$ cat config.mk
export PLATFORM = sky130hd
export DESIGN_NAME = sstk_top
export DESIGN_NICKNAME = d
export VERILOG_FILES = /design/src/rtl/sstk_pkg.sv /design/src/rtl/sstk_ptr.sv /design/src/rtl/sstk_mem.sv /design/src/rtl/sstk_mover.sv /design/src/rtl/sstk_top.sv
export SDC_FILE = /design/constraint.sdc
export NUM_CORES = 1
export LEC_CHECK = 0
export ABC_AREA = 1
export BUFFER_PORTS_ARGS = -buffer_cell sky130_fd_sc_hd__buf_2
export CAP_MARGIN = 20
export CORE_ASPECT_RATIO = 0.7
export CORE_MARGIN = 3
export CORE_UTILIZATION = 61
export DETAILED_ROUTE_END_ITERATION = 7
export PLACE_DENSITY = 0.88
export SYNTH_ARGS = -nofsm -noshare
export SYNTH_HDL_FRONTEND = slang
export SYNTH_SLANG_ARGS = --single-unit
$ cat constraint.sdc
create_clock -name clk -period 4.53 [get_ports clk]
set_input_delay 0.2265 -clock clk [delete_from_list [all_inputs] [get_ports clk]]
set_output_delay 0.2265 -clock clk [all_outputs]
set_load 0.005 [all_outputs]
$ cat src/rtl/sstk_pkg.sv
package sstk_pkg;
  typedef enum logic [2:0] {
    OP_NONE,
    OP_PUSH,
    OP_PULL,
    OP_PUT,
    OP_TAKE,
    OP_UP,
    OP_DOWN,
    OP_HALF
  } sstk_op_t;

  typedef enum logic [1:0] {
    MV_IDLE,
    MV_PUT2,
    MV_TAKE2
  } sstk_mv_t;
endpackage

$ cat src/rtl/sstk_ptr.sv
module sstk_ptr #(
  parameter int PTR_W = 6,
  parameter int IDX_W = 4,
  parameter int ROWS  = 15
) (
  input  logic             clk,
  input  logic             rst,
  input  logic             step_up,
  input  logic             step_dn,
  output logic [PTR_W-1:0] sp_q,
  output logic [ROWS-1:0]  sel_q,
  output logic             crit_q
);
  localparam logic [PTR_W-1:0] P_ONE = PTR_W'(1);

  logic [PTR_W-1:0] sp_nx;
  logic [ROWS-1:0]  sel_nx;

  always_comb begin
    sp_nx = sp_q;
    if (step_up)      sp_nx = sp_q + P_ONE;
    else if (step_dn) sp_nx = sp_q - P_ONE;
  end

  for (genvar g = 0; g < ROWS; g++) begin : g_dec
    assign sel_nx[g] = (sp_nx[IDX_W-1:0] == IDX_W'(g + 1));
  end

  always_ff @(posedge clk) begin
    if (rst) begin
      sp_q   <= '0;
      sel_q  <= '0;
      crit_q <= 1'b0;
    end else begin
      sp_q   <= sp_nx;
      sel_q  <= sel_nx;
      crit_q <= |sp_nx[PTR_W-1:IDX_W];
    end
  end
endmodule

$ cat src/rtl/sstk_mem.sv
module sstk_mem #(
  parameter int HALF_W = 16,
  parameter int IDX_W  = 4,
  parameter int ROWS   = 15
) (
  input  logic              clk,
  input  logic              rst,
  input  logic              we_hi,
  input  logic              we_lo,
  input  logic [IDX_W-1:0]  wslot,
  input  logic [HALF_W-1:0] d_hi,
  input  logic [HALF_W-1:0] d_lo,
  input  logic [IDX_W-1:0]  rslot,
  output logic [HALF_W-1:0] q_hi,
  output logic [HALF_W-1:0] q_lo
);
  localparam logic [IDX_W-1:0] I_ONE = IDX_W'(1);

  logic [HALF_W-1:0] hi_arr [0:ROWS-1];
  logic [HALF_W-1:0] lo_arr [0:ROWS-1];
  logic [IDX_W-1:0]  widx, ridx;
  logic              wok, rok;

  assign widx = wslot - I_ONE;
  assign ridx = rslot - I_ONE;
  assign wok  = (wslot != '0);
  assign rok  = (rslot != '0);

  always_ff @(posedge clk) begin
    if (we_hi && wok) hi_arr[widx] <= d_hi;
  end

  always_ff @(posedge clk) begin
    if (we_lo && wok) lo_arr[widx] <= d_lo;
  end

  always_ff @(posedge clk) begin
    if (rst || !rok) begin
      q_hi <= '0;
      q_lo <= '0;
    end else begin
      q_hi <= hi_arr[ridx];
      q_lo <= lo_arr[ridx];
    end
  end
endmodule

$ cat src/rtl/sstk_mover.sv
module sstk_mover
  import sstk_pkg::*;
#(
  parameter int HALF_W = 16
) (
  input  logic              clk,
  input  logic              rst,
  input  logic              start_put,
  input  logic              start_take,
  input  logic [HALF_W-1:0] din,
  output logic              busy,
  output logic              late_we,
  output logic              late_dn,
  output logic [HALF_W-1:0] late_data
);
  sstk_mv_t st;

  always_ff @(posedge clk) begin
    if (rst) begin
      st <= MV_IDLE;
    end else begin
      case (st)
        MV_IDLE: begin
          if (start_put)       st <= MV_PUT2;
          else if (start_take) st <= MV_TAKE2;
        end
        default: st <= MV_IDLE;
      endcase
    end
  end

  always_ff @(posedge clk) begin
    if (st == MV_IDLE && start_put) late_data <= din;
  end

  assign busy    = (st != MV_IDLE);
  assign late_we = (st == MV_PUT2);
  assign late_dn = (st == MV_TAKE2);
endmodule

$ cat src/rtl/sstk_top.sv
module sstk_top
  import sstk_pkg::*;
#(
  parameter int HALF_W = 16,
  parameter int IDX_W  = 4,
  parameter int PTR_W  = 6
) (
  input  logic              clk,
  input  logic              rst,
  input  logic              push_i,
  input  logic              pull_i,
  input  logic              put_hi_i,
  input  logic              take_hi_i,
  input  logic              up_i,
  input  logic              down_i,
  input  logic              wr_hi_i,
  input  logic              wr_lo_i,
  input  logic [HALF_W-1:0] hi_din_i,
  input  logic [HALF_W-1:0] lo_din_i,
  output logic [HALF_W-1:0] top_hi_o,
  output logic [HALF_W-1:0] top_lo_o,
  output logic [PTR_W-1:0]  sp_o,
  output logic [(1<<IDX_W)-2:0] row_sel_o,
  output logic              crit_err_o
);
  localparam int ROWS = (1 << IDX_W) - 1;
  localparam logic [IDX_W-1:0] S_ONE = IDX_W'(1);

  sstk_op_t          op;
  logic              mv_busy, late_we, late_dn;
  logic [HALF_W-1:0] late_data;
  logic              step_up, step_dn;
  logic              we_hi, we_lo;
  logic [IDX_W-1:0]  cur_slot, wslot;
  logic [HALF_W-1:0] d_hi;

  always_comb begin
    op = OP_NONE;
    if (!mv_busy) begin
      if (push_i)                  op = OP_PUSH;
      else if (pull_i)             op = OP_PULL;
      else if (put_hi_i)           op = OP_PUT;
      else if (take_hi_i)          op = OP_TAKE;
      else if (up_i)               op = OP_UP;
      else if (down_i)             op = OP_DOWN;
      else if (wr_hi_i || wr_lo_i) op = OP_HALF;
    end
  end

  assign cur_slot = sp_o[IDX_W-1:0];
  assign step_up  = (op == OP_PUSH) || (op == OP_PUT) || (op == OP_UP);
  assign step_dn  = (op == OP_PULL) || (op == OP_DOWN) || late_dn;
  assign we_hi    = (op == OP_PUSH) || late_we || (op == OP_HALF && wr_hi_i);
  assign we_lo    = (op == OP_PUSH) || (op == OP_HALF && wr_lo_i);
  assign wslot    = (op == OP_PUSH) ? cur_slot + S_ONE : cur_slot;
  assign d_hi     = late_we ? late_data : hi_din_i;

  sstk_ptr #(.PTR_W(PTR_W), .IDX_W(IDX_W), .ROWS(ROWS)) u_ptr (
    .clk     (clk),
    .rst     (rst),
    .step_up (step_up),
    .step_dn (step_dn),
    .sp_q    (sp_o),
    .sel_q   (row_sel_o),
    .crit_q  (crit_err_o)
  );

  sstk_mem #(.HALF_W(HALF_W), .IDX_W(IDX_W), .ROWS(ROWS)) u_mem (
    .clk   (clk),
    .rst   (rst),
    .we_hi (we_hi),
    .we_lo (we_lo),
    .wslot (wslot),
    .d_hi  (d_hi),
    .d_lo  (lo_din_i),
    .rslot (cur_slot),
    .q_hi  (top_hi_o),
    .q_lo  (top_lo_o)
  );

  sstk_mover #(.HALF_W(HALF_W)) u_mover (
    .clk        (clk),
    .rst        (rst),
    .start_put  (op == OP_PUT),
    .start_take (op == OP_TAKE),
    .din        (hi_din_i),
    .busy       (mv_busy),
    .late_we    (late_we),
    .late_dn    (late_dn),
    .late_data  (late_data)
  );
endmodule

======== Word-level counts from Yosys, hierarchy flattened ========
Memories as Yosys holds them, arrays and structs flattened. A register that Yosys moved wholly into a read port is not among the register bits.
Cells that the tools add are included.
operators by class
  bitwise logic cells ..................... 1
  $add $sub $neg .......................... 5
  mux-type cells .......................... 18
  reductions and logical operators ........ 23
  equal/unequal tests ..................... 24
operators by type and width
  kind                 number
  $eq 4x4->1 const B   8
  $mux 3               8
  $eq 4x3->1 const B   4
  $mux 16              1
  $eq 3x3->1 const B   4
  $mux 6               2
  $logic_or 1x1->1     9
  $eq 4x2->1 const B   2
  $reduce_bool 4->1    2
  $sub 4x1->4 const B  2
  $add 6x1->6 const B  1
  $eq 3x2->1 const B   2
  $mux 1               6
  $sub 6x1->6 const B  1
  $logic_and 1x1->1    5
  $add 4x1->4 const B  1
  $eq 4x1->1 const B   1
  $mux 4               1
  $reduce_bool 2->1    2
  $reduce_or 2->1      2
  $eq 3x1->1 const B   1
  $reduce_or 3->1      1
  $eq 2x1->1 const B   1
  $eq 2x2->1 const B   1
  3 further kinds      3
storage, ports and cells
  memories ................................ 2
  output and inout port bits .............. 54
  memory bits (writable) .................. 480
  bits in registers ....................... 40
  input port bits ......................... 42
memory list
  name          words  bits a word  read ports  clocked after memory_dff  write ports  RTL line        text
  u_mem.hi_arr  15     16           1           1                         1            sstk_mem.sv:19  logic [HALF_W-1:0] hi_arr [0:ROWS-1];
  u_mem.lo_arr  15     16           1           1                         1            sstk_mem.sv:20  logic [HALF_W-1:0] lo_arr [0:ROWS-1];

======== Logic depth before layout (Yosys ltp) ========
Gate-level depths: netlist (run 1).
  depth after elaboration ................. 15
  mapped depth ............................ 16

======== Hierarchy ========
From an unflattened synthesis (run 1), not the netlist that was laid out.
unflattened totals
  cells, all modules ...................... 2505
  area, all modules ....................... 24079.3 um^2
by module, submodules not included
  module      area an instance (um^2)  times used  cells each  seq. area each (um^2)
  sstk_mem    22072.4                  1           2257        15054.4
  sstk_ptr    900.9                    1           113         440.4
  sstk_mover  586.8                    1           31          520.5
  sstk_top    519.2                    1           104         0.0

======== Worst setup path after synthesis (run 1) ========
No wires, ideal clock.
  path type ............................... register to register
  start ................................... reg u_ptr.sp_q[0]
  end ..................................... mem u_mem.lo_arr[10][0] (enable)
  path buffers ............................ 5
  arrival ................................. 2.902 ns
  path slack .............................. 1.239 ns
  period minus slack after synthesis ...... 3.291 ns
  data required time ...................... 4.142 ns
  cell stages (with the launch flop) ...... 14
  library setup time ...................... 0.388 ns
  cell sequence ........................... dfxtp_1 -> buf_2 -> inv_1 -> buf_4 -> buf_2 -> buf_2 -> ha_1 -> inv_1 -> o21ai_4 -> nor2_8 -> nand2_4 -> nand2_4 -> buf_6 -> nor2_1
between the ends
  cells in the longest elaborated chain, start to end .. 6
RTL lines
  element                       RTL line        text
  from (decl)                   sstk_ptr.sv:10  output logic [PTR_W-1:0] sp_q,
  from (signal assigned)        sstk_ptr.sv:35  sp_q <= sp_nx;
  $add 4x1->4                   sstk_top.sv:55  assign wslot = (op == OP_PUSH) ? cur_slot + S_ONE : cur_slot;
  $mux 4 (*)                    sstk_top.sv:55
  $reduce_bool 4->1             sstk_mem.sv:26  assign wok = (wslot != '0);
  $logic_and 1x1->1             sstk_mem.sv:34  if (we_lo && wok) lo_arr[widx] <= d_lo;
  $mux 1                        sstk_mem.sv:34
  $mux 1 (implied by the code)  sstk_mem.sv:34
  to (decl)                     sstk_mem.sv:20
Mark *: on every way between the ends. The rest lies on a longest branch, timed or not.

======== Final worst setup path (run 1) ========
  start ................................... reg u_ptr.sp_q[0]
  end ..................................... reg u_mem.q_hi[9], read port of u_mem.hi_arr
between the ends
  cells in the longest elaborated chain, start to end .. 3
RTL lines
  element                                              RTL line        text
  branches (longest 3 deep; another with $sub 4x1->4)  -
  to (decl)                                            sstk_mem.sv:14  output logic [HALF_W-1:0] q_hi,
Parallel ways; which one is timed is not known.
A chain may end at the register's enable or synchronous reset.

==> results of run 1 <==
==> power groups by stage <==
| stage | combinational [µW] | clock [µW] | sequential, µW |
|---|---|---|---|
| after floorplan | 1310 | 0 | 5890 |
| after global routing | 2240 | 4160 | 5820 |
| after detailed placement | 1980 | 0 | 5920 |
| final | 2080 | 3940 | 5820 |
| after global placement | 1890 | 0 | 5920 |
| after CTS | 2030 | 3940 | 5810 |
==> kinds of logic (layout without fill, tap and decap cells) <==
family	after synthesis	in the layout
compound gates	424	424
xor+xnor	7	7
fa+ha+maj	2	2
buf+inv	144	281
flops	552	552
simple gates	598	598
==> cell usage in the layout, fill, tap and decap left out, drive strengths merged <==
cell type,n
o22ai,96
nor4,1
xnor2,1
xor2,6
o21ai,263
a31o,32
clkinv,14
nor3,2
buf,135
clkinvlp,4
edfxtp,496
a31oi,32
nor2,280
bufinv,1
nand4,19
dlygate4sd3,21
nand2,280
a21oi,1
inv,35
dfxtp,56
nand3,16
ha,2
clkbuf,71
==> stage by stage <==
| stage | hold WS (ns) | area [µm²] | utilization (%) | setup WS (ns) |
|---|---|---|---|---|
| 2_1_floorplan | 0.299 | 21600 | - | 1.24 |
| 3_3_place_gp | 0.418 | 22500 | 65.9 | 1.25 |
| 3_5_place_dp | 0.425 | 22500 | 65.9 | 1.20 |
| 4_1_cts | 0.00306 | 24200 | 70.9 | 1.18 |
| 5_1_grt | 0.0287 | 24200 | 70.9 | 0.870 |
| 6_report | 0.0226 | 24200 | 70.9 | 1.08 |
==> path summary, 6_finish.rpt <==
| check | startpoint | endpoint | depth (start not counted) |
|---|---|---|---|
| worst min-delay path | up_i | u_mover.st[1]$_SDFFE_PP0N_ | 3 |
| worst max register to register | u_ptr.sp_q[0]$_SDFF_PP0_ | u_mem.q_hi[9]$_SDFF_PP0_ | 8 |
| worst max-delay path | u_ptr.sp_q[0]$_SDFF_PP0_ | u_mem.q_hi[9]$_SDFF_PP0_ | 8 |
| worst min register to register | u_mem.hi_arr[7][0]$_DFFE_PP_ | u_mem.q_hi[0]$_SDFF_PP0_ | 4 |
==> routing by layer <==
layer | vias up | wire, µm
li1 | 6441 | -
met1 | 7135 | 20300
met2 | 1264 | 25000
met3 | 170 | 8040
met4 | 2 | 1760
met5 | - | 13
==> cell type report <==
type                       count  area, µm²
timing repair buffer         156        998
clock buffer                  71       1360
sequential                   552      16000
fill                        2086       9960
inverter                      36        144
tap                          464        581
clock inverter                18        138
multi-input combinational   1031       4990
==> critical path: cells and delay by family, from the launching register on <==
kind	cells	cell delay, ns
adders and majority gates	1	0.63
AOI/OAI and AO/OA	4	1.03
DFF	1	0.54
and+or+nand+nor	1	0.07
buffers and inverters	2	0.99
==> registers in the layout, indices dropped and copies added (netlist names) <==
| name | flops |
|---|---|
| u_mem.hi_arr | 240 |
| u_mem.lo_arr | 240 |
| u_mem.q_hi | 16 |
| u_mem.q_lo | 16 |
| u_mover.late_data | 16 |
| u_mover.st | 2 |
| u_ptr.crit_q | 1 |
| u_ptr.sel_q | 15 |
| u_ptr.sp_q | 6 |
==> metrics.md, run 1 <==
| Metric | Value |
|---|---|
| Outcome | `complete, no violations` |
| Crit-path max cell delay | `0.79 ns` |
| Non-filler instance count after layout | `2,328` |
| GRT overflow | `0` |
| Cells after DPL | `2,218` |
| Crit path required time | `4.97 ns` |
| Post-synthesis mux area share | `0%` |
| Overall Global Routing Usage | `28.9%` |
| Antenna Nets Post-Route | `0` |
| Hold_buf cts | `21` |
| Layout cells sized above 1 | `14.4%` |
| Residual DRC count | `0` |
| Worst Setup Start Kind | `flop` |
| Routability cong. | `0.835` |
| CORE AREA | `34,200 µm²` |
| 1st-iter DRT viols | `2,628` |
| Vias in the first global route | `14,500` |
| First-pass iteration count of the detailed router | `6` |
| Met2 Use GR | `44.2%` |
| Leakage Power | `0.00846 µW` |
| Final HPWL DP | `29,800 µm` |
| Yosys reg bits | `552` |
| Routed vias/inst | `6.45` |
| Starting Density | `63.1%` |
| Reg power frac | `49.1%` |
| Crit-path slowest cell | `buf_4` |
| Peak supply drop | `0.322 mV` |
| Critical Path AT | `3.90 ns` |
| Root buffer cell | `clkbuf_16` |
| Die Y | `163 µm` |
| Fmax | `0.290 GHz` |
| Worst clock skew | `0.0148 ns` |
| Post-DR wirelength/cell | `23.7 µm` |
| Gate Count Post-Synth | `1,727` |
| Count of input and output buffers | `95` |
| Number of flops mapped to enable cells by yosys | `496` |
| Synth cell types | `38` |
| Post-CTS Setup Bufs | `0` |
| Top cell type's share of synthesized area | `69.0%` |
| Routed WL | `55,200 µm` |
| Clock Tree Buf Depth | `3` |
| XOR/XNOR Fraction of Synth Area | `0.319%` |
| Routing usage on met1 | `41.1%` |
| Worst path most repeated cell | `o21ai_0` |
| Synth area leaders | `edfxtp_1, o21ai_0, dfxtp_1` |
| Final period utilization | `76.2%` |
| Cell Area, Synth | `21,600 µm²` |
| Max-Cap Viols | `0` |
| DIE WIDTH | `231 µm` |
| Antenna violations before repair | `1` |
| Top cells by count, synth | `edfxtp_1, nand2_1, nor2_1, o21ai_0, o22ai_1` |
| Antenna Cells | `0` |
| Endpoints failing setup | `0` |
| Mapped Nets | `1,771` |
| Asr flop ratio synth | `0%` |
| IO Pins | `96` |
| Cell taking the most area after synthesis | `edfxtp_1` |
| Crit path capture type | `flop` |
| Unrepaired setup endpoints after global routing | `false` |
| CTS tree | `done` |
| Clock-pin slew on the worst setup and hold paths | `0.07 ns` |
| Max Slew Vio Count | `0` |
| Syn_area_per_cell | `12.5 µm²` |
| Count leader, synth | `edfxtp_1` |
| Sw Share | `28.5%` |
| Flop2flop setup slack | `1.08 ns` |
| Grt met3 use | `7.30%` |
| Power Density | `489 nW/µm²` |
| Compound-Gate Fraction of Synth Area | `11.2%` |
| # rows | `56` |
| Final hold vios | `0` |
| Worst Setup Path Type | `reg2reg` |
| Num CTS Buffers | `48` |
| Worst min-delay path class | `in2reg` |
| Ys flop type | `edfxtp_1` |
| Post-route total power | `11,800 µW` |
| Adder-Cell Fraction of Synth Area | `0.116%` |
| Final min period | `3.45 ns` |
| Int Pwr | `8470 µW` |
| Crit path max fanout | `85` |
| Slew margin rel. | `26.3%` |
| # clock sinks | `552` |
| Post-synthesis sequential area ratio | `74.2%` |
| Total number of vias | `15,000` |
| CTS resizes | `0` |
| Largest net degree at the start of global routing | `130` |
| Largest family of logic cells by synthesized area | `simple AND/OR/NAND/NOR gates` |
| CP Cell Sequence | `inv_6, ha_4, buf_4, o21ai_0, o21ai_0, nand2_1, a31o_2, a31oi_1` |
| First-pass GRT wire length | `82,900 µm` |
| H-tree depth | `2` |
| Gate power share | `17.6%` |
| TNS Setup | `0 ns` |
| Syn-to-layout area delta | `12.2%` |
| Die area | `37,700 µm²` |
| Sw Pwr | `3370 µW` |
| Yosys Warn Count | `0` |
| Total Nets Final | `1,869` |
| GRT Max-Usage Layer | `met2` |
| Simple-Gate Fraction of Synth Area | `11.3%` |
| Least-Margin Pin Slew | `1.11 ns` |
| Clock Power Share | `33.3%` |
| Clk_lat worst skew | `0.57 ns` |
Power figures use the tool's default switching activity.
==> run 2: changes to the inputs <==
- ABC_AREA: 1 -> 0
- CORE_UTILIZATION: 61 -> 55
- PLACE_DENSITY: 0.88 -> 0.84
- clock period: 4.53 -> 2.8 ns (I/O delays scaled with it)
==> metrics.md, run 2 <==
| Metric | Value |
|---|---|
| Largest net degree at the start of global routing | `96 (-26%)` |
| Unrepaired setup endpoints after global routing | `false` |
| Peak supply drop | `0.449 mV (+39%)` |
| Top cells by count, synth | `edfxtp_1, mux4_2, dfxtp_1, nand2_1, nor2_1` |
| Post-CTS Setup Bufs | `0 (unchanged)` |
| Routed vias/inst | `6.21 (-3.7%)` |
| Vias in the first global route | `11,000 (-24%)` |
| Fill cell count | `2,307 (+11%)` |
| DIE WIDTH | `240 µm (+4.1%)` |
| Yosys Warn Count | `0 (unchanged)` |
| Syn-to-layout area delta | `17.9%` |
| H-tree depth | `2 (unchanged)` |
| Overall Global Routing Usage | `23.3% (-5.6 points)` |
| Worst Setup Start Kind | `flop` |
| Least-Margin Pin Slew | `0.809 ns (-0.296 ns)` |
| Total Nets Final | `1,271 (-32%)` |
| Outcome | `complete, no violations` |
| Endpoints failing setup | `0 (unchanged)` |
| Cell Area, Synth | `21,100 µm² (-2.2%)` |
| Commonest non-fill, non-tap cell in the layout | `edfxtp_1` |
| Max-Cap Viols | `0 (unchanged)` |
| Antenna violations before repair | `0 (-1)` |
| Crit path capture type | `flop` |
| CORE AREA | `37,500 µm² (+9.7%)` |
| Final HPWL DP | `27,700 µm (-7.1%)` |
| Worst min-delay path class | `in2reg` |
| Max Slew Vio Count | `0 (unchanged)` |
| First-pass GRT wire length | `69,700 µm (-16%)` |
| GRT overflow | `0 (unchanged)` |
| Clock-pin slew on the worst setup and hold paths | `0.07 ns (about the same)` |
| Routed WL | `46,300 µm (-16%)` |
| Reg power frac | `47.8% (-1.3 points)` |
| Final hold vios | `0 (unchanged)` |
| Power Density | `792 nW/µm² (+62%)` |
| Worst clock skew | `0.0191 ns (+0.00437 ns)` |
| Antenna Nets Post-Route | `0 (unchanged)` |
| Crit path max fanout | `10 (-88%)` |
| Synth cell types | `50 (+32%)` |
| # rows | `59 (+5.4%)` |
| Ys flop type | `edfxtp_1` |
| Routability cong. | `0.855 (+2.5%)` |
| Clock Power Share | `32.7% (-0.6 points)` |
| Largest registers | `u_mem.hi_arr: 240 flops, u_mem.lo_arr: 240 flops` |
| Worst Setup Path Type | `reg2reg` |
| Post-synthesis sequential area ratio | `75.8% (+1.6 points)` |
| Sw Share | `25.1% (-3.4 points)` |
| Leakage Power | `0.00823 µW (-2.7%)` |
| Antenna Cells | `0 (unchanged)` |
| Num CTS Buffers | `49 (+2.1%)` |
| Mapped Nets | `1,080 (-39%)` |
| Gate Count Post-Synth | `1,036 (-40%)` |
| Post-route total power | `19,700 µW (+67%)` |
| Asr flop ratio synth | `0% (unchanged)` |
| Syn_area_per_cell | `20.4 µm² (+63%)` |
| Die area | `40,800 µm² (+8.2%)` |
| CTS tree | `done` |
| Residual DRC count | `0 (unchanged)` |
| Root buffer cell | `clkbuf_16` |
| Post-DR wirelength/cell | `26.4 µm (+11%)` |
| Synth area leaders | `edfxtp_1, mux4_2, dfxtp_1` |
| Cell taking the most area after synthesis | `edfxtp_1` |
| Gate power share | `19.5% (+1.9 points)` |
| Crit path required time | `3.06 ns (-1.91 ns)` |
| Fin worst setup slack | `0.126 ns (-0.953 ns)` |
| IO Pins | `96 (unchanged)` |
| Hold Path Origin | `pull_i` |
| Sw Pwr | `4950 µW (+47%)` |
| 1st-iter DRT viols | `1,261 (-52%)` |
| Storage element area | `16,000 µm² (unchanged)` |
| Slew margin rel. | `45.8% (+19 points)` |
| Total number of vias | `10,900 (-27%)` |
| Count of input and output buffers | `95 (unchanged)` |
| Critical Path AT | `2.93 ns (-0.97 ns)` |
| Number of flops mapped to enable cells by yosys | `496 (unchanged)` |
| Final min period | `2.67 ns (-0.777 ns)` |
| Clock Tree Buf Depth | `3 (unchanged)` |
| # clock sinks | `552 (unchanged)` |
| Starting Density | `56.3% (-6.8 points)` |
| Worst Setup SP | `u_ptr.sp_q[1]$_SDFF_PP0_` |
| Fmax | `0.374 GHz (+29%)` |
| Worst R2R Start | `u_ptr.sp_q[1]$_SDFF_PP0_` |
| Die Y | `170 µm (+4.0%)` |
| Pre-CTS setup slack | `0.0225 ns (-1.18 ns)` |
| Layout cells sized above 1 | `32.6% (+18 points)` |
| Final period utilization | `95.5% (+19 points)` |
| Area of the multi-input gates | `5040 µm² (+1.0%)` |
| First-pass iteration count of the detailed router | `6 (unchanged)` |
| Int Pwr | `14,800 µW (+74%)` |
| Clk_lat worst skew | `0.56 ns (about the same)` |
| Most frequent cells in the layout | `edfxtp_1, mux4_2, buf_2` |
| Yosys reg bits | `552 (unchanged)` |
| Top cell type's share of synthesized area | `70.5% (+1.5 points)` |
| Count leader, synth | `edfxtp_1` |
## run 2: cell count changes after synthesis, moves of 24 or more
| cell | previous run | this run |
|---|---|---|
| inv_1 | 30 | 6 |
| nor2_1 | 264 | 41 |
| a31oi_1 | 32 | 1 |
| nand2_1 | 273 | 45 |
| nor2b_1 | 0 | 35 |
| mux4_2 | 0 | 128 |
| o21ai_0 | 238 | 35 |
| clkbuf_1 | 78 | 17 |
| o22ai_1 | 96 | 3 |
| mux2i_1 | 0 | 35 |
| a31o_2 | 26 | 1 |
## run 2: power by group through the flow
stage | Clock, µW | Combinational [µW] | Sequential [µW]
floorplan | 0 | 2530 | 9570
finish | 6460 | 3850 | 9420
global placement | 0 | 3670 | 9580
detailed placement | 0 | 3770 | 9590
CTS | 6540 | 3880 | 9420
global route | 6860 | 4100 | 9440
## run 2: metrics by stage
| step | instances | util (%) | setup TNS [ns] | hold WS [ns] | area (µm²) |
|---|---|---|---|---|---|
| after floorplan | 1036 | - | -17.31 | 0.239 | 21300 |
| after global placement | 1631 | 61.4 | 0 | 0.331 | 23000 |
| after detailed placement | 1631 | 61.4 | 0 | 0.333 | 23000 |
| after CTS | 1756 | 66.4 | 0 | 0.0441 | 24900 |
| after global routing | 1756 | 66.4 | 0 | 0.0889 | 24900 |
| final | 1756 | 66.4 | 0 | 0.0671 | 24900 |
## run 2: metal layers
| metal | vias to the layer above | wire length (µm) | global-route usage (%) |
|---|---|---|---|
| met4 | 0 | 1360 | 7.55 |
| met1 | 5651 | 18600 | 33.0 |
| met2 | 566 | 22200 | 36.4 |
| met3 | 91 | 4230 | 5.64 |
| li1 | 4595 | - | - |
| met5 | - | 0 | 0 |
## run 2: cells by family after synthesis
kind of cell	Yosys count	synth area share [%]
muxes	182	16.4
xor gates and xnor gates	11	0.616
adders and majority gates	2	0.118
buffers and inverters	55	1.19
AOI/OAI and AO/OA	62	1.74
and+or+nand+nor	172	4.13
DFF	552	75.8
## run 2: worst paths after layout
path	slack [ns]	end	cells after the start
setup / recovery	0.13	u_mem.hi_arr[5][13]$_DFFE_PP_	8
hold / removal	0.07	u_mover.st[1]$_SDFFE_PP0N_	4
hold reg to reg	0.62	u_mover.st[0]$_SDFFE_PP0P_	2
setup reg to reg	0.13	u_mem.hi_arr[5][13]$_DFFE_PP_	8
## run 2: area by class of cell
| cell class | instances | share of cell area, % |
|---|---|---|
| tap | 488 | 2.45 |
| sequential | 552 | 64.4 |
| multi-input combinational | 429 | 20.3 |
| inverter | 6 | 0.0905 |
| timing repair buffer | 189 | 6.64 |
| clock inverter | 25 | 0.679 |
| clock buffer | 67 | 5.53 |
## run 2: worst max-delay path, stage by stage, from the launching register on
cell and delay [ns]:
dfxtp_1 0.33, buf_4 0.18, ha_1 0.26, nand3_1 0.12, xor2_1 0.59, nand2_2 0.16
mux2_4 0.38, nor2_2 0.14, buf_4 0.20
## run 2: timing repair
| action | in CTS | in global routing |
|---|---|---|
| hold endpoints to repair | 264 | 0 |
| hold buffers | 33 | 0 |
| endpoints found under the setup margin | 0 | 5 |
| resized for setup | 0 | 1 |
==> run 3: changes to the inputs <==
==> constraint.sdc (replaced) <==
create_clock -name clk -period 2.8 [get_ports clk]
set_input_delay 0.28 -clock clk [delete_from_list [all_inputs] [get_ports clk]]
set_output_delay 0.28 -clock clk [all_outputs]
set_load 0.005 [all_outputs]
==> metrics.md, run 3 (synthesis gave the netlist of run 2 again) <==
| Metric | Value |
|---|---|
| CTS resizes | `0 (unchanged)` |
| Routability cong. | `0.852 (-0.46%)` |
| Layout cells sized above 1 | `33.2% (+0.52 points)` |
| Starting Density | `56.3% (unchanged)` |
| Total Nets Final | `1,253 (-1.4%)` |
| Clock Tree Buf Depth | `3 (unchanged)` |
| Hold depth | `2 (-2)` |
| Die area | `40,800 µm² (unchanged)` |
| Crit path max fanout | `7 (-3)` |
| Leakage Power | `0.00815 µW (-0.96%)` |
| Worst min-delay path class | `in2reg` |
| Max-Cap Viols | `0 (unchanged)` |
| Syn-to-layout area delta | `17.2%` |
| R2r endpoint | `u_mem.hi_arr[11][13]$_DFFE_PP_` |
| Worst clock skew | `0.0110 ns (-0.00818 ns)` |
| Total number of vias | `10,800 (-0.68%)` |
| Antenna Nets Post-Route | `0 (unchanged)` |
| IO Pins | `96 (unchanged)` |
| Count of input and output buffers | `95 (unchanged)` |
| Clk_lat worst skew | `0.56 ns (about the same)` |
| # clock sinks | `552 (unchanged)` |
| CTS tree | `done` |
| Critical Path AT | `3.03 ns (+0.10 ns)` |
| First-pass GRT wire length | `68,700 µm (-1.4%)` |
| Commonest non-fill, non-tap cell in the layout | `edfxtp_1` |
| Most frequent cells in the layout | `edfxtp_1, mux4_2, buf_2` |
| Hold Path End | `u_ptr.sp_q[4]$_SDFF_PP0_` |
| Crit path required time | `3.07 ns (about the same)` |
| Overall Global Routing Usage | `22.9% (-0.33 points)` |
| Fmax | `0.362 GHz (-3.3%)` |
| Routed WL | `45,900 µm (-0.87%)` |
| Final min period | `2.76 ns (+0.0901 ns)` |
| Final HPWL DP | `27,700 µm (about the same)` |
| Largest net degree at the start of global routing | `72 (-25%)` |
| DIE WIDTH | `240 µm (unchanged)` |
| Flop2flop setup slack | `0.04 ns (-0.09 ns)` |
| Vias in the first global route | `11,100 (+1.4%)` |
| Worst Setup Start Kind | `flop` |
| Endpoints failing setup | `0 (unchanged)` |
| # rows | `59 (unchanged)` |
| Routed vias/inst | `6.25 (+0.64%)` |
| Grt met3 use | `4.80% (-0.84 points)` |
| Crit path capture type | `flop` |
| Final Cell Area | `24,700 µm² (-0.59%)` |
| Hold_buf cts | `16 (-52%)` |
| Post-CTS Setup Bufs | `0 (unchanged)` |
| GRT overflow | `0 (unchanged)` |
| Worst R2R Path Depth | `7 (-1)` |
| Final period utilization | `98.7% (+3.2 points)` |
| Num CTS Buffers | `48 (-2.0%)` |
| Worst R2R Start | `u_mover.st[0]$_SDFFE_PP0P_` |
| Peak supply drop | `0.466 mV (+3.7%)` |
| Post-DR wirelength/cell | `26.5 µm (+0.44%)` |
| Hold Path Origin | `rst` |
| GRT Max-Usage Layer | `met2` |
| Residual DRC count | `0 (unchanged)` |
| Slew margin rel. | `43.5% (-2.3 points)` |
| Worst Setup Path Type | `reg2reg` |
| Largest registers | `u_mem.hi_arr: 240 flops, u_mem.lo_arr: 240 flops` |
| TNS Setup | `0 ns (unchanged)` |
| CORE AREA | `37,500 µm² (unchanged)` |
| H-tree depth | `2 (unchanged)` |
| Unrepaired setup endpoints after global routing | `false` |
| Routing usage on met1 | `32.5% (-0.46 points)` |
| Met2 Use GR | `36.6% (+0.26 points)` |
| Max Slew Vio Count | `0 (unchanged)` |
| Antenna Cells | `0 (unchanged)` |
| 1st-iter DRT viols | `1,242 (-1.5%)` |
| Power Density | `797 nW/µm² (+0.62%)` |
| First-pass iteration count of the detailed router | `5 (-1)` |
| Hold Slack | `0.0551 ns (-0.0121 ns)` |
| Antenna violations before repair | `1 (+1)` |
| Final hold vios | `0 (unchanged)` |
| Least-Margin Pin Slew | `0.844 ns (+0.0344 ns)` |
| Die Y | `170 µm (unchanged)` |
| Placed Area | `23,100 µm² (+0.22%)` |
| Outcome | `complete, no violations` |
| Clock-pin slew on the worst setup and hold paths | `0.06 ns (about the same)` |
| Root buffer cell | `clkbuf_16` |
[run 3: cell count changes in the layout (fill, tap and decap cells not counted), moves of 2 or more]
cell,delta
clkinvlp_4,+2
clkbuf_1,-2
clkbuf_16,-2
bufinv_16,+3
dlygate4sd3_1,-17
clkbuf_8,-4
buf_4,-4
buf_12,+4
clkinv_1,-4
clkinv_2,+2
[run 3: cell type report]
cell class / instances / area (µm²)
flip-flops and latches: 552 / 16000
fillers: 2294 / 12800
multi-input cells: 429 / 5040
repair buffers: 172 / 1530
clock buffers: 59 / 1260
well taps: 488 / 611
clock inverters: 27 / 258
inverters: 6 / 22.5
[run 3: through the flow]
stage	std cells	power, µW	setup WS, ns	util (%)
2_1_floorplan	1036	12100	-0.382	-
3_3_place_gp	1631	13200	0.0555	61.5
3_5_place_dp	1631	13300	-0.100	61.5
4_1_cts	1733	19900	0.0768	66.0
5_1_grt	1733	20400	0.000161	66.0
6_report	1733	19700	0.0359	66.0
[run 3: critical path: stages, from the launching register on]
cell	delay (ns)
dfxtp_1	0.34
nor2_1	0.25
and4_1	0.44
nand2_2	0.14
xnor2_4	0.29
nand2_1	0.29
nor2_1	0.48
buf_4	0.24
[run 3: worst max path at each step]
stage	startpoint	end	slack, ns	cells after the start
6_report	u_mover.st[0]$_SDFFE_PP0P_	u_mem.hi_arr[11][13]$_DFFE_PP_	0.04	7
4_1_cts	u_mover.st[0]$_SDFFE_PP0P_	u_mem.hi_arr[11][13]$_DFFE_PP_	0.08	7
3_5_place_dp	take_hi_i	u_mem.hi_arr[11][10]$_DFFE_PP_	-0.1	9
5_1_grt	u_mover.st[0]$_SDFFE_PP0P_	u_mem.hi_arr[11][12]$_DFFE_PP_	0.0002	7
3_3_place_gp	take_hi_i	u_mem.hi_arr[11][10]$_DFFE_PP_	0.06	9
2_1_floorplan	u_ptr.sp_q[0]$_SDFF_PP0_	u_mem.hi_arr[3][0]$_DFFE_PP_	-0.38	8
[run 3: layer usage]
layer / part of all wire, % / vias up
met5: 0.028 / -
li1: - / 4539
met2: 48 / 555
met3: 8.7 / 113
met4: 2.9 / 2
met1: 40 / 5620
[run 3: power by group]
group | internal, µW | switching, µW | leakage, µW
clock | 3660 | 2810 | 0.000735
combinational | 1830 | 1990 | 0.00249
sequential | 9310 | 120 | 0.00492
total | 14800 | 4920 | 0.00815
